===== config.mk =====
export PLATFORM = sky130hd
export DESIGN_NAME = scatter_irq_ctrl
export DESIGN_NICKNAME = d
export VERILOG_FILES = /design/src/rtl/irqc_pkg.sv /design/src/rtl/irqc_sense.sv /design/src/rtl/irqc_lowest_first.sv /design/src/rtl/scatter_irq_ctrl.sv
export SDC_FILE = /design/constraint.sdc
export NUM_CORES = 1
export LEC_CHECK = 0
export BUFFER_PORTS_ARGS = -buffer_cell sky130_fd_sc_hd__buf_2
export CORE_MARGIN = 4
export CORE_UTILIZATION = 54
export CTS_CLUSTER_SIZE = 10
export DETAILED_ROUTE_END_ITERATION = 8
export PLACE_DENSITY_LB_ADDON = 0.08
export RECOVER_POWER = 50
export SLEW_MARGIN = 20
export SYNTH_ARGS = -nofsm -noshare
export SYNTH_HDL_FRONTEND = slang
export SYNTH_SLANG_ARGS = --single-unit

===== constraint.sdc =====
create_clock -name clk -period 2.1 [get_ports clk]
set_clock_uncertainty 0.1 [all_clocks]
set_input_delay 0.21 -clock clk [delete_from_list [all_inputs] [get_ports clk]]
set_output_delay 0.21 -clock clk [all_outputs]
set_load 0.1 [all_outputs]

===== src/rtl/irqc_pkg.sv =====
package irqc_pkg;
  localparam int NSRC     = 64;
  localparam int BANK_W   = 32;
  localparam int SENSE_W  = 2;
  localparam int VEC_W    = $clog2(NSRC);
  localparam int PER_WORD = BANK_W / SENSE_W;
  localparam int SENSE_WORDS = NSRC / PER_WORD;

  typedef enum logic [SENSE_W-1:0] {
    SENSE_LVL_LO = 2'd0,
    SENSE_LVL_HI = 2'd1,
    SENSE_FALL   = 2'd2,
    SENSE_RISE   = 2'd3
  } sense_e;

  // bank selection: groups of 16 alternate high, low, high, low
  function automatic logic src_in_high(input int s);
    return ((s / 16) % 2) == 0;
  endfunction

  function automatic int src_bit(input int s);
    int b;
    if (s < 16)      b = (16 - s) % 16;
    else if (s < 19) b = 18 - s;
    else if (s < 31) b = 33 - s;
    else if (s < 32) b = 0;
    else if (s < 48) b = 63 - s;
    else             b = s - 32;
    return b;
  endfunction

  function automatic logic src_reserved(input int s);
    return (s == 0) || (s == 31);
  endfunction
endpackage


===== src/rtl/irqc_sense.sv =====
module irqc_sense
  import irqc_pkg::*;
#(
  parameter int N = NSRC
) (
  input  logic                      clk,
  input  logic                      rst,
  input  logic [N-1:0]              line_i,
  input  logic [N-1:0][SENSE_W-1:0] sense_i,
  output logic [N-1:0]              event_o
);
  logic [N-1:0] line_q;

  always_ff @(posedge clk) begin
    line_q <= line_i;
  end

  for (genvar s = 0; s < N; s++) begin : g_src
    always_comb begin
      unique case (sense_e'(sense_i[s]))
        SENSE_LVL_LO: event_o[s] = ~line_i[s];
        SENSE_LVL_HI: event_o[s] =  line_i[s];
        SENSE_FALL:   event_o[s] =  line_q[s] & ~line_i[s];
        default:      event_o[s] = ~line_q[s] &  line_i[s];
      endcase
    end
  end

  // an edge event needs the line to differ from its last sample
  assert_edge_needs_change_R7: assert property (@(posedge clk) disable iff (rst)
    (sense_i[1][1] && event_o[1]) |-> (line_q[1] != line_i[1]));
endmodule


===== src/rtl/irqc_lowest_first.sv =====
module irqc_lowest_first #(
  parameter int N  = 64,
  parameter int IW = $clog2(N)
) (
  input  logic [N-1:0]  req_i,
  output logic          found_o,
  output logic [IW-1:0] idx_o
);
  always_comb begin
    idx_o = '0;
    for (int i = N - 1; i >= 0; i--) begin
      if (req_i[i]) idx_o = IW'(i);
    end
  end

  assign found_o = |req_i;
endmodule


===== src/rtl/scatter_irq_ctrl.sv =====
module scatter_irq_ctrl
  import irqc_pkg::*;
#(
  parameter int ADDR_W = 4
) (
  input  logic              clk,
  input  logic              rst,
  input  logic [NSRC-1:0]   src_i,
  input  logic              bus_we,
  input  logic [ADDR_W-1:0] bus_addr,
  input  logic [BANK_W-1:0] bus_wdata,
  output logic [BANK_W-1:0] bus_rdata,
  output logic              irq_o
);
  localparam logic [ADDR_W-1:0] A_MASK_HI = ADDR_W'(0);
  localparam logic [ADDR_W-1:0] A_MASK_LO = ADDR_W'(1);
  localparam logic [ADDR_W-1:0] A_PEND_HI = ADDR_W'(2);
  localparam logic [ADDR_W-1:0] A_PEND_LO = ADDR_W'(3);
  localparam logic [ADDR_W-1:0] A_VEC     = ADDR_W'(4);
  localparam int                A_SENSE0  = 5;

  logic [BANK_W-1:0] mask_hi, mask_lo, pend_hi, pend_lo;
  logic [BANK_W-1:0] set_hi, set_lo, clr_hi, clr_lo;
  logic [NSRC-1:0][SENSE_W-1:0] sense_q;
  logic [NSRC-1:0]   src_event, live;
  logic              win_found;
  logic [VEC_W-1:0]  win_idx, vec_q;

  irqc_sense #(.N(NSRC)) u_sense (
    .clk(clk), .rst(rst), .line_i(src_i), .sense_i(sense_q), .event_o(src_event)
  );

  // steer each source event to its scattered bank position
  always_comb begin
    set_hi = '0;
    set_lo = '0;
    for (int s = 0; s < NSRC; s++) begin
      if (!src_reserved(s)) begin
        if (src_in_high(s)) set_hi[src_bit(s)] = set_hi[src_bit(s)] | src_event[s];
        else                set_lo[src_bit(s)] = set_lo[src_bit(s)] | src_event[s];
      end
    end
  end

  assign clr_hi = (bus_we && bus_addr == A_PEND_HI) ? bus_wdata : '0;
  assign clr_lo = (bus_we && bus_addr == A_PEND_LO) ? bus_wdata : '0;

  always_ff @(posedge clk) begin
    if (rst) begin
      mask_hi <= '0;
      mask_lo <= '0;
      pend_hi <= '0;
      pend_lo <= '0;
      sense_q <= '0;
    end else begin
      if (bus_we && bus_addr == A_MASK_HI) mask_hi <= bus_wdata;
      if (bus_we && bus_addr == A_MASK_LO) mask_lo <= bus_wdata;
      // a fresh event wins over a same-cycle clear
      pend_hi <= (pend_hi & ~clr_hi) | set_hi;
      pend_lo <= (pend_lo & ~clr_lo) | set_lo;
      for (int k = 0; k < SENSE_WORDS; k++) begin
        if (bus_we && bus_addr == ADDR_W'(A_SENSE0 + k))
          sense_q[k*PER_WORD +: PER_WORD] <= bus_wdata;
      end
    end
  end

  // gather enabled pending state back into source order
  always_comb begin
    live = '0;
    for (int s = 0; s < NSRC; s++) begin
      if (!src_reserved(s)) begin
        if (src_in_high(s)) live[s] = pend_hi[src_bit(s)] & mask_hi[src_bit(s)];
        else                live[s] = pend_lo[src_bit(s)] & mask_lo[src_bit(s)];
      end
    end
  end

  irqc_lowest_first #(.N(NSRC), .IW(VEC_W)) u_pick (
    .req_i(live), .found_o(win_found), .idx_o(win_idx)
  );

  always_ff @(posedge clk) begin
    if (rst) begin
      vec_q <= '0;
      irq_o <= 1'b0;
    end else begin
      vec_q <= win_found ? win_idx : '0;
      irq_o <= |(pend_hi & mask_hi) | |(pend_lo & mask_lo);
    end
  end

  always_ff @(posedge clk) begin
    if (rst) begin
      bus_rdata <= '0;
    end else begin
      bus_rdata <= '0;
      case (bus_addr)
        A_MASK_HI: bus_rdata <= mask_hi;
        A_MASK_LO: bus_rdata <= mask_lo;
        A_PEND_HI: bus_rdata <= pend_hi;
        A_PEND_LO: bus_rdata <= pend_lo;
        A_VEC:     bus_rdata <= {vec_q, {(BANK_W-VEC_W){1'b0}}};
        default: begin
          for (int k = 0; k < SENSE_WORDS; k++)
            if (bus_addr == ADDR_W'(A_SENSE0 + k))
              bus_rdata <= sense_q[k*PER_WORD +: PER_WORD];
        end
      endcase
    end
  end

  // request line and vector agree on whether anything is selected
  assert_irq_vec_agree_R5: assert property (@(posedge clk) disable iff (rst)
    irq_o == (vec_q != '0));

  // source 0 is the only user of high bit 0 and must never pend
  assert_reserved_quiet_R8: assert property (@(posedge clk) disable iff (rst)
    !pend_hi[0]);

  // a cleared bit stays clear unless an event arrived in the same cycle
  assert_w1c_clears_R4: assert property (@(posedge clk) disable iff (rst)
    (bus_we && bus_addr == A_PEND_HI) |=>
      ((pend_hi & $past(bus_wdata) & ~$past(set_hi)) == '0));

  // pending bits only appear where an event was steered
  assert_no_spurious_R2: assert property (@(posedge clk) disable iff (rst)
    1'b1 |=> ((pend_lo & ~$past(pend_lo) & ~$past(set_lo)) == '0));

  // the request can only rise with some mask bit enabled
  assert_mask_gates_R3: assert property (@(posedge clk) disable iff (rst)
    $rose(irq_o) |-> ($past(mask_hi | mask_lo) != '0));
endmodule


### Word-level counts from Yosys, hierarchy flattened

Cells that the tools add are included.

* bitwise gates (word level): 320
* reduce and logical (&&, ||, !) cells: 80
* muxes and demuxes: 131
* eq/ne operators: 132

Operator list (number)
* 32-bit 2-to-1 mux: 6
* 6-bit 2-to-1 mux: 32
* 1-bit bitwise AND: 186
* 1-bit one-hot mux with 3 select lines: 62
* 32-bit one-hot mux with 5 select lines: 1
* 32-bit bitwise AND: 4
* 1-bit NOT: 125
* 2-bit by 1-bit equality test with 1-bit output, second input constant: 62
* 2-bit equality test, second input constant: 62
* 2-bit logical NOT: 62
* 32-bit OR reduction: 3
* 5-bit 2-to-1 mux: 15
* 32-bit NOT: 2
* 32-bit bitwise OR: 2
* 62-bit OR reduction: 1
* 4-bit 2-to-1 mux: 8
* 17-bit OR reduction: 1
* 4-bit by 3-bit equality test with 1-bit output, second input constant: 4
* 3-bit 2-to-1 mux: 4
* 9-bit OR reduction: 1
* 4-bit by 2-bit equality test with 1-bit output, second input constant: 2
* 1-bit logical AND: 8
* 5-bit OR reduction: 1
* 4-bit by 1-bit equality test with 1-bit output, second input constant: 1
* 7 further kinds: 8

* flip-flop bits (word level): 359
* input port bits: 103
* output and inout bits: 33
* logic and storage cells: 740

### Longest topological paths before layout

* depth in word-level cells: 63
* mapped depth: 9
* depth with buffers taken out: 6

### Modules after synthesis

From an unflattened synthesis, not the netlist that was laid out.

* cell total of the unflattened synthesis: 2034
* area total of the unflattened synthesis: 16309.4 µm²

Modules (own cells, without submodules)
* scatter_irq_ctrl: cells each 1570, seq. area each 5905.7 µm², area an instance 12463.2 µm², instances 1
* irqc_sense: cells each 319, seq. area each 1281.2 µm², area an instance 2959.1 µm², instances 1
* irqc_lowest_first: cells each 145, seq. area each 0.0 µm², area an instance 887.1 µm², instances 1

### Worst setup path after synthesis

No wires, ideal clock.

* kind: reg-to-reg
* start point: reg pend_lo[21]
* end point: reg vec_q[3]
* path buffers: 0
* period minus slack after synthesis: 2.116 ns
* path slack: -0.016 ns
* library setup time: 0.134 ns
* arrival: 1.882 ns
* data required time: 1.866 ns
* cell stages (with the launch flop): 7
* cell sequence: dfxtp_1 > a22o_1 > a221o_1 > or3_1 > or3_1 > nor3_4 > a2111oi_0

* longest elaborated chain between the ends: 46
* elaborated cells between the ends (all ways): 49
* classes of those cells: 45 x mux; 2 x bitwise; 2 x reduce/logical

RTL lines
* start: declaration: line scatter_irq_ctrl.sv:22 `logic [BANK_W-1:0] mask_hi, mask_lo, pend_hi, pend_lo;`
* start signal: assignment: line scatter_irq_ctrl.sv:60 `pend_lo <= (pend_lo & ~clr_lo) | set_lo;`
* 1-bit bitwise AND (*): line scatter_irq_ctrl.sv:74 `else live[s] = pend_lo[src_bit(s)] & mask_lo[src_bit(s)];`
* 6-bit 2-to-1 mux (22 in series): line irqc_lowest_first.sv:12 `if (req_i[i]) idx_o = IW'(i);`
* 5-bit 2-to-1 mux (15 in series): line irqc_lowest_first.sv:12
* 4-bit 2-to-1 mux (8 in series): line irqc_lowest_first.sv:12
* end signal: assignment: line scatter_irq_ctrl.sv:88 `vec_q <= win_found ? win_idx : '0;`
* end: declaration: line scatter_irq_ctrl.sv:27 `logic [VEC_W-1:0] win_idx, vec_q;`

Every way passes the cells marked *; elsewhere a longest branch is shown, timed or not.
A chain may end at the register's enable or synchronous reset.

### Worst setup path after layout

* start point: reg pend_lo[21]
* end point: reg vec_q[0]

* longest elaborated chain between the ends: 53
* elaborated cells between the ends (all ways): 56
* classes of those cells: 52 x mux; 2 x bitwise; 2 x reduce/logical

RTL lines (line)
* 1-bit bitwise AND (*): scatter_irq_ctrl.sv:74
* 6-bit 2-to-1 mux (22 in series): irqc_lowest_first.sv:12
* 5-bit 2-to-1 mux (15 in series): irqc_lowest_first.sv:12
* 4-bit 2-to-1 mux (8 in series): irqc_lowest_first.sv:12
* 3-bit 2-to-1 mux (4 in series): irqc_lowest_first.sv:12
* 2-bit 2-to-1 mux (2 in series): irqc_lowest_first.sv:12
* 1-bit 2-to-1 mux: irqc_lowest_first.sv:12

Marks and branches as above.

==> flow_summary.ini <==
[finish]
multi_input_area_mm2 = 0.00720
seq_area_mm2 = 0.00715
fillers = 2313
nNetsFinal = 2262
final_core_util = 0.680
drive_above_1_share = 0.106
area_delta_synth_final_pct = 23.6
fin_area_mm2 = 0.0184

[detailed_routing]
route.detailed.drc = 0
drt-vias-per-instance = 6.12
routed_wirelength_um = 54300
drt_iter0_drc = 1896
drtAntennaViolNets = 0
wl_per_cell_um = 21.4
drtPass1Iterations = 6
vias = 15500

[timing]
setup_viol = 5
timing.final.ws_setup_ps = -73.2
drv_slew = 0
timing.hold.ws_ps = 165
max_freq_mhz = 460
hold_viol = 0
fin_crit_sh = 1.03
tightest_slew_ps = 1020
fin_crit_ps = 2170
rsz0062_at_grt = yes
slew_headroom = 0.318

[min_path]
hold_start = bus_addr[0]
hold-path-endpoint = bus_rdata[31]$_SDFF_PP0_
worstHoldPathType = in2reg
whs_path_depth = 4

[logic_synthesis]
syn_area_per_cell_um2 = 7.74
yosysMostFrequentCell = nand2_1
netlist.area_leader.share = 0.479
synth.distinct_cells = 49
ys_top_cells_by_area = dfxtp_1, nand2_1, a21oi_1, a31oi_1, a22oi_1
synthCells = 1927
syn_area_mm2 = 0.0149
synth_warnings = 0
synth_area_leader_cell = dfxtp_1
ys_seq_elements = 357
synth_edf_count = 0
seq_area_frac_synth = 0.479
synth_top_cells_by_count = nand2_1, dfxtp_1, a21oi_1
async_reset_ff_frac = 0
syn_nets = 2030
synth_ff_type = dfxtp_1

[global_routing]
grt_max_degree = 78
grt-ovfl-total = 0
antenna_found_initial = 2
track_usage = 0.346
grt_pass1_vias = 14500
grt_pass1_wl_um = 83900

[worst_setup_path]
cp_top_family = simple AND/OR/NAND/NOR gates
crit_chain = a22o_1 > a221o_1 > or3_4 > or3_4 > nor3_4 > a2111oi_0
critPathMaxFanout = 5
critPathLaunchType = flip-flop
crit_type = reg2reg
slowest_delay_ps = 380
crit_top_cell = or3_4
timing.rr.start = pend_lo[21]$_SDFF_PP0_
cp_data_arrival_time_ps = 2470
critPathCaptureType = flip-flop
r2r-end = vec_q[0]$_SDFF_PP0_
path_buf_inv = 0
slowest_stage = or3_4
reg2reg_depth = 6
reg2reg_slack_ps = -70
required_ps = 2390

[placed_design]
gp_congestion = 1.01
place_area_mm2 = 0.0165
io_buffers = 133
hpwlAfterDp_um = 36700

[clocking]
clk_latency_ps = 540
cts_buffer_depth = 3
cts_buffers = 42
clkTransAtPathRegs_ps = 60
cts_tree = done
cts.sinks = 357
cts-root-buf = clkbuf_16
cts-htree-levels = 2

[floorplan]
start_util = 0.551
rows = 60
die-height_um = 174
num_io_pins = 136
die_area_mm2 = 0.0304
core_area_mm2 = 0.0271
die_width_um = 174

[pwr]
worst_ir_drop_vdd_v = 0.000630
p_leak_nw = 6.72
powerDensity_mw_per_mm2 = 820

[run_status]
status = complete, but fails checks
violations = setup timing

[job]
drv_cap = 0
## tightest hold or removal path, cell delays in order
cell and delay, ps:
buf_2 160, buf_4 180, a21oi_1 80, nor3_1 120
## routing by layer
metal  wire [µm]  global-route usage  vias up  part of all wire
met4        2350               0.145        2             0.043
li1            -                   -     7201                 -
met1       22500               0.474     7358              0.41
met2       24300               0.542      851              0.45
met5          10                   0        -           0.00018
met3        5150              0.0600      136             0.095
## metrics by stage
| step | total power [mW] | TNS (ps) | worst slack, ps | std cells |
|---|---|---|---|---|
| final | 15.1 | -277 | -73.2 | 2540 |
| after floorplan | 8.02 | 0 | 53.8 | 1927 |
| after CTS | 15.1 | -325 | -78.6 | 2539 |
| after global placement | 8.57 | -122 | -38.5 | 2391 |
| after detailed placement | 8.59 | -200 | -54.9 | 2391 |
| after global routing | 15.5 | -1350 | -132 | 2540 |
## cell families (layout without fill, tap and decap cells)
| kind of cell | count (synthesis) | in the layout | synth area share |
|---|---|---|---|
| DFF | 357 | 357 | 0.479 |
| AOI/OAI and AO/OA | 571 | 571 | 0.239 |
| other | 0 | 1 | 0 |
| and+or+nand+nor | 846 | 846 | 0.239 |
| muxes | 2 | 2 | 0.00134 |
| buffers and inverters | 151 | 391 | 0.0411 |
## worst max path at each step
| stage | start | to | slack [ps] | depth (start not counted) |
|---|---|---|---|---|
| after floorplan | pend_lo[21]$_SDFF_PP0_ | vec_q[3]$_SDFF_PP0_ | 50 | 6 |
| after global placement | pend_lo[21]$_SDFF_PP0_ | vec_q[0]$_SDFF_PP0_ | -40 | 6 |
| after detailed placement | pend_lo[21]$_SDFF_PP0_ | vec_q[3]$_SDFF_PP0_ | -50 | 6 |
| after CTS | pend_lo[21]$_SDFF_PP0_ | vec_q[0]$_SDFF_PP0_ | -80 | 6 |
| after global routing | pend_lo[21]$_SDFF_PP0_ | vec_q[0]$_SDFF_PP0_ | -130 | 6 |
| final | pend_lo[21]$_SDFF_PP0_ | vec_q[0]$_SDFF_PP0_ | -70 | 6 |
## final cells by class
type / count / area share
timing repair buffer: 333 / 0.132
tap: 372 / 0.0252
clock inverter: 1 / 0.000407
clock buffer: 51 / 0.0634
inverter: 6 / 0.00122
sequential: 357 / 0.388
multi-input combinational: 1419 / 0.390
antenna: 1 / 0.000136
## registers in the layout, indices dropped and copies added, names as in the netlist
name            count
sense_q           128
pend_hi            32
pend_lo            32
irq_o               1
u_sense.line_q     62
mask_lo            32
vec_q               6
bus_rdata          32
mask_hi            32
## power breakdown
group | internal [mW] | switching (mW)
Clock | 3.84 | 2.67
Combinational | 0.495 | 0.913
Sequential | 7.01 | 0.191
Total | 11.4 | 3.77
## timing repair
| action | 4_1_cts | 5_1_grt |
|---|---|---|
| hold buffers | 95 | 0 |
| setup buffers | 1 | 0 |
| resized for setup | 2 | 4 |
| setup endpoints to repair | 5 | 5 |
| pin swaps | 2 | 1 |
| hold endpoints to repair | 291 | 0 |
## layout by cell type (no fill, tap or decap), types with 29 or more instances in the layout
cell type,instances
a21oi_1,283
a221oi_1,29
a22oi_1,59
a31oi_1,81
buf_2,70
buf_4,78
clkbuf_1,71
clkbuf_16,45
dfxtp_1,357
dlygate4sd3_1,95
nand2_1,645
nor2b_1,65
nor3_1,69
Power figures use the tool's default switching activity.
